==> src/rtl/sram_pkg.sv <==
// Shared types for the sampled SRAM model.
// Assumes: nothing; pure type definitions.
package sram_pkg;
    typedef enum logic [2:0] {
        MODE_OFF_LO = 3'd0,   // deselected by the low-active select
        MODE_OFF_HI = 3'd1,   // deselected by the high-active select
        MODE_READ   = 3'd2,
        MODE_WRITE  = 3'd3,
        MODE_QUIET  = 3'd4    // selected, outputs floating
    } sram_mode_e;
endpackage

==> src/rtl/sram_write_ctrl.sv <==
// Tracks the write overlap window and emits one commit when it closes.
// Assumes: mode is decoded from registered pins. The committed address and data
// are the last ones seen while the window was open.
module sram_write_ctrl
    import sram_pkg::*;
#(
    parameter int ADDR_W = 17,
    parameter int DATA_W = 8
) (
    input  logic              clk,
    input  logic              rst_n,
    input  sram_mode_e        mode,
    input  logic [ADDR_W-1:0] addr_s,
    input  logic [DATA_W-1:0] din_s,
    output logic              commit,
    output logic [ADDR_W-1:0] commit_addr,
    output logic [DATA_W-1:0] commit_data
);
    logic win_now;
    logic win_last;

    assign win_now = (mode == MODE_WRITE);

    // Remember whether the window was open on the previous sample.
    always_ff @(posedge clk) begin
        if (!rst_n) win_last <= 1'b0;
        else        win_last <= win_now;
    end

    // Hold address and data from each sample inside the window.
    always_ff @(posedge clk) begin
        if (!rst_n) begin
            commit_addr <= '0;
            commit_data <= '0;
        end else if (win_now) begin
            commit_addr <= addr_s;
            commit_data <= din_s;
        end
    end

    // Commit exactly on the open-to-closed transition of the window.
    assign commit = win_last && !win_now;
endmodule

==> config.mk <==
export PLATFORM = sky130hd
export DESIGN_NAME = sram_write_ctrl
export DESIGN_NICKNAME = d
export VERILOG_FILES = /design/src/rtl/sram_pkg.sv /design/src/rtl/sram_write_ctrl.sv
export SDC_FILE = /design/constraint.sdc
export NUM_CORES = 1
export LEC_CHECK = 0
export BUFFER_PORTS_ARGS = -buffer_cell sky130_fd_sc_hd__buf_2
export CAP_MARGIN = 20
export CORE_MARGIN = 1
export CORE_UTILIZATION = 47
export DETAILED_ROUTE_END_ITERATION = 8
export HOLD_SLACK_MARGIN = 0.03
export PLACE_DENSITY = 0.83
export SLEW_MARGIN = 20
export SYNTH_ARGS = -nofsm -noshare
export SYNTH_HDL_FRONTEND = slang
export SYNTH_SLANG_ARGS = --single-unit
==> constraint.sdc <==
create_clock -name clk -period 1.4 [get_ports clk]
set_input_delay 0.07 -clock clk [delete_from_list [all_inputs] [get_ports clk]]
set_output_delay 0.07 -clock clk [all_outputs]
set_load 0.05 [all_outputs]
Word-level counts from Yosys, hierarchy flattened
Index checks and enable logic that the tools add are counted.
{"block": "word_totals", "reg_bits": 26, "out_inout_bits": 26, "wordCells": 6}
{"block": "classes", "eq_ne": 1, "n_reduce_logical": 2}
{"operator": "equality test 3 x 2 -> 1 bit (second input constant)", "count": 1}
{"operator": "logical AND 1 bit", "count": 1}
{"operator": "zero test 1 bit", "count": 1}

Longest topological paths before layout
{"block": "logic_depth", "depth_word": 3, "depth_mapped": 4, "depth_no_buf": 2}

Worst setup path after synthesis
No wires, ideal clock.
{"block": "synth_path", "path_kind": "register to register", "start": "register commit_addr[13] (netlist name)", "end": "register commit_addr[13]", "arrival_time_ns": 0.806, "t_required_ns": 1.328, "slack_ns": 0.523, "path_stages_with_launch": 3, "path_buffers": 0, "synth_period_minus_slack_ns": 0.877, "cell_sequence": "dfxtp_1 nand2_1 mux2i_1"}
{"item": "to (signal assigned)", "line_no": "sram_write_ctrl.sv:36", "rtl": "commit_addr <= addr_s;"}
{"item": "to (decl)", "line_no": "sram_write_ctrl.sv:16", "rtl": "output logic [ADDR_W-1:0] commit_addr,"}

Worst setup path in the final report
{"block": "layout_path", "start": "register win_last", "end": "output port commit"}
{"block": "layout_via", "elab_chain_len": 1}
{"item": "from (decl)", "line_no": "sram_write_ctrl.sv:20", "rtl": "logic win_last;"}
{"item": "from (signal assigned)", "line_no": "sram_write_ctrl.sv:27", "rtl": "else win_last <= win_now;"}
{"item": "logical AND 1 bit", "line_no": "sram_write_ctrl.sv:42", "rtl": "assign commit = win_last && !win_now;"}
{"item": "to (decl)", "line_no": "sram_write_ctrl.sv:15", "rtl": "output logic commit,"}
Every way passes these cells.

==> metrics.yaml <==
status:
  outcome: "finished, final reports clean"
critical_path:
  cp_num_buf_inv: 1
  cp_slowest_cell: "dfxtp_1"
  start_kind: "register"
  critPathLaunch: "win_last"
  r2r_start: "commit_addr[8]"
  path_class: "reg -> out"
  crit_path_max_fanout: 1
  max_stage_delay_ns: 0.32
  crit_end: "commit"
  worstPathRequired_ns: 1.33
  r2r_end: "commit_addr[8]"
  crit_arrival_ns: 1.00
  critPathTopFamily: "flip-flops"
  path_depth: 2
  path_cells: "and2b_2, buf_2"
  r2r_slack_ns: 0.74
  cp-end-kind: "output port"
  rr_worst_depth: 2
logic_synthesis:
  yosys.area.top_type: "dfxtp_1"
  yosys-top-cells-count: "50 x nand2_1, 26 x dfxtp_1, 25 x mux2i_1"
  synthFlopType: "dfxtp_1"
  synth_edf_count: 0
  syn-num-nets: 143
  synth_seq_area_share_pct: 49.29
  synth_most_common_cell: "nand2_1"
  syn_avg_cell_area_um2: 9.345
  synth_area_leaders: "dfxtp_1 49%, mux2i_1 24%, nand2_1 18%"
  synth_area_um2: 1056
  ys_seq_elements: 26
  netlist.area_leader.share_pct: 49.29
  synthArstFlopShare_pct: 0
  ys_warn_count: 0
  yosys.cell_types.count: 11
  syn_inst: 113
clock_network:
  cts_resized: 0
  cts_buffer_depth: 2
  htreeDepth: 1
  cts.sinks: 26
  cts_tree: "done"
  root_buffer: "clkbuf_4"
  cts_buffers: 3
  clkLatencyLatePin_ns: 0.30
  clkTransAtPathRegs_ns: 0.13
sta:
  worstMarginPinSlew_ns: 0.4234
  finalWorstSetupSlack_ns: 0.3256
  finalHoldViolCount: 0
  post-route-period-util_pct: 76.74
  clock.fmax_mhz: 930.8
  setup_violations: 0
  slew_viol_final: 0
  rsz0062_at_grt: "false"
  fin_crit_ns: 1.074
  final.setup.tns_ns: 0
  relSlewSlack_pct: 71.78
  clock_skew_ns: 0
global_routing:
  gr-usage-all-layers_pct: 21.60
  grt_pass1_wl_um: 4050
  grt_overflow: 0
  grt_max_degree: 28
  grt_pass1_vias: 1021
  antenna_found_initial: 0
routing:
  num_vias: 1005
  drt_iter0_markers: 0
  first_pass_iters: 1
  wl_per_cell_um: 11.24
  drcViolationCount: 0
  vias_per_cell: 4.631
  antenna_left: 0
  wirelength_um: 2438
die:
  io_pins: 56
  core_area_um2: 2042
  initial_core_util_pct: 51.72
  rows: 16
  dieArea_um2: 2440
  die_y_um: 49.40
  die_x_um: 49.40
placement:
  gp_congestion: 0.6472
  dp_hpwl_um: 1574
  post-place-cells: 188
  port_buffers: 55
  pre_cts_slack_ns: 0.3998
power_and_ir_drop:
  p_leak_uw: 0.0007737
  power_density_nw_per_um2: 892.3
  ir_drop_mv: 0.6155
worst_hold_path:
  hp-start: "rst_n"
  hp-class: "in -> reg"
cells_and_area:
  layout.cells.non_filler: 217
  antenna_cells: 0
  nets: 221
  seq_area_um2: 520.5
  drive_gt1_share_pct: 33.16
  area_growth_pct: 53.32
  nFillCells: 143
  multiInputGateArea_um2: 462.9
run:
  maxCapViolations: 0
-- report_power, final --
part / internal (uW) / leakage, uW / switching, uW
combinational: 131 / 0.000541 / 173
clock: 159 / 0.0000210 / 205
sequential: 766 / 0.000211 / 12.2
-- worst reg2reg max path: stages (launching register included) --
cell	delay, ns
dfxtp_1	0.36
nand2_1	0.06
mux2i_1	0.17
-- how the worst min path moves through the flow --
| stage | endpoint | slack, ns | depth (start not counted) |
|---|---|---|---|
| 2_1_floorplan | commit_addr[13] | 0.21 | 2 |
| 3_5_place_dp | commit_addr[5] | 0.32 | 3 |
| 5_1_grt | commit_addr[12] | 0.23 | 3 |
| 6_report | commit_data[7] | 0.21 | 3 |
| 3_3_place_gp | commit_addr[1] | 0.32 | 3 |
| 4_1_cts | commit_data[7] | 0.20 | 3 |
-- state kept, by name, indices dropped and copies added, names as in the netlist --
signal / flops
commit_addr: 17
commit_data: 8
win_last: 1
-- cells in the final DEF (no fill, tap or decap) --
cell type / n
and2_2: 1
clkbuf_8: 1
mux2i_1: 25
buf_12: 2
and2b_2: 1
nand2_1: 50
and3b_1: 1
dlygate4sd3_1: 25
dfxtp_1: 26
buf_2: 55
clkbuf_4: 3
-- through the flow --
step	util (%)	area, um2	total power [uW]	hold slack [ns]
after detailed placement	65.26	1333	1043	0.3242
after CTS	79.29	1619	1458	0.2015
final	79.29	1619	1445	0.2057
after global placement	65.26	1333	1035	0.3161
after floorplan	-	1056	969.8	0.2121
after global routing	79.29	1619	1507	0.2275
-- timing repair --
action	CTS	global route
endpoints found under the hold margin	25	0
setup buffers	0	0
hold buffers	25	0
-- routing by layer --
metal	track usage, %	up-vias	wire length [um]
li1	-	513	-
met1	20.50	448	951
met2	43.15	34	1298
met3	3.427	10	107
met4	11.43	0	80
met5	0	-	0
-- cell families after synthesis --
kind of cell / share of synthesized area (%)
buffers and inverters: 6.871
DFF: 49.29
muxes: 23.70
and+or+nand+nor: 20.14
-- final cells by class --
class / instances / area share [%]
sequential: 26 / 32.15
timing repair buffer: 82 / 34.93
multi-input combinational: 78 / 28.59
tap: 27 / 2.087
clock buffer: 4 / 2.241
Note: power is estimated with default switching activity, not from simulation.
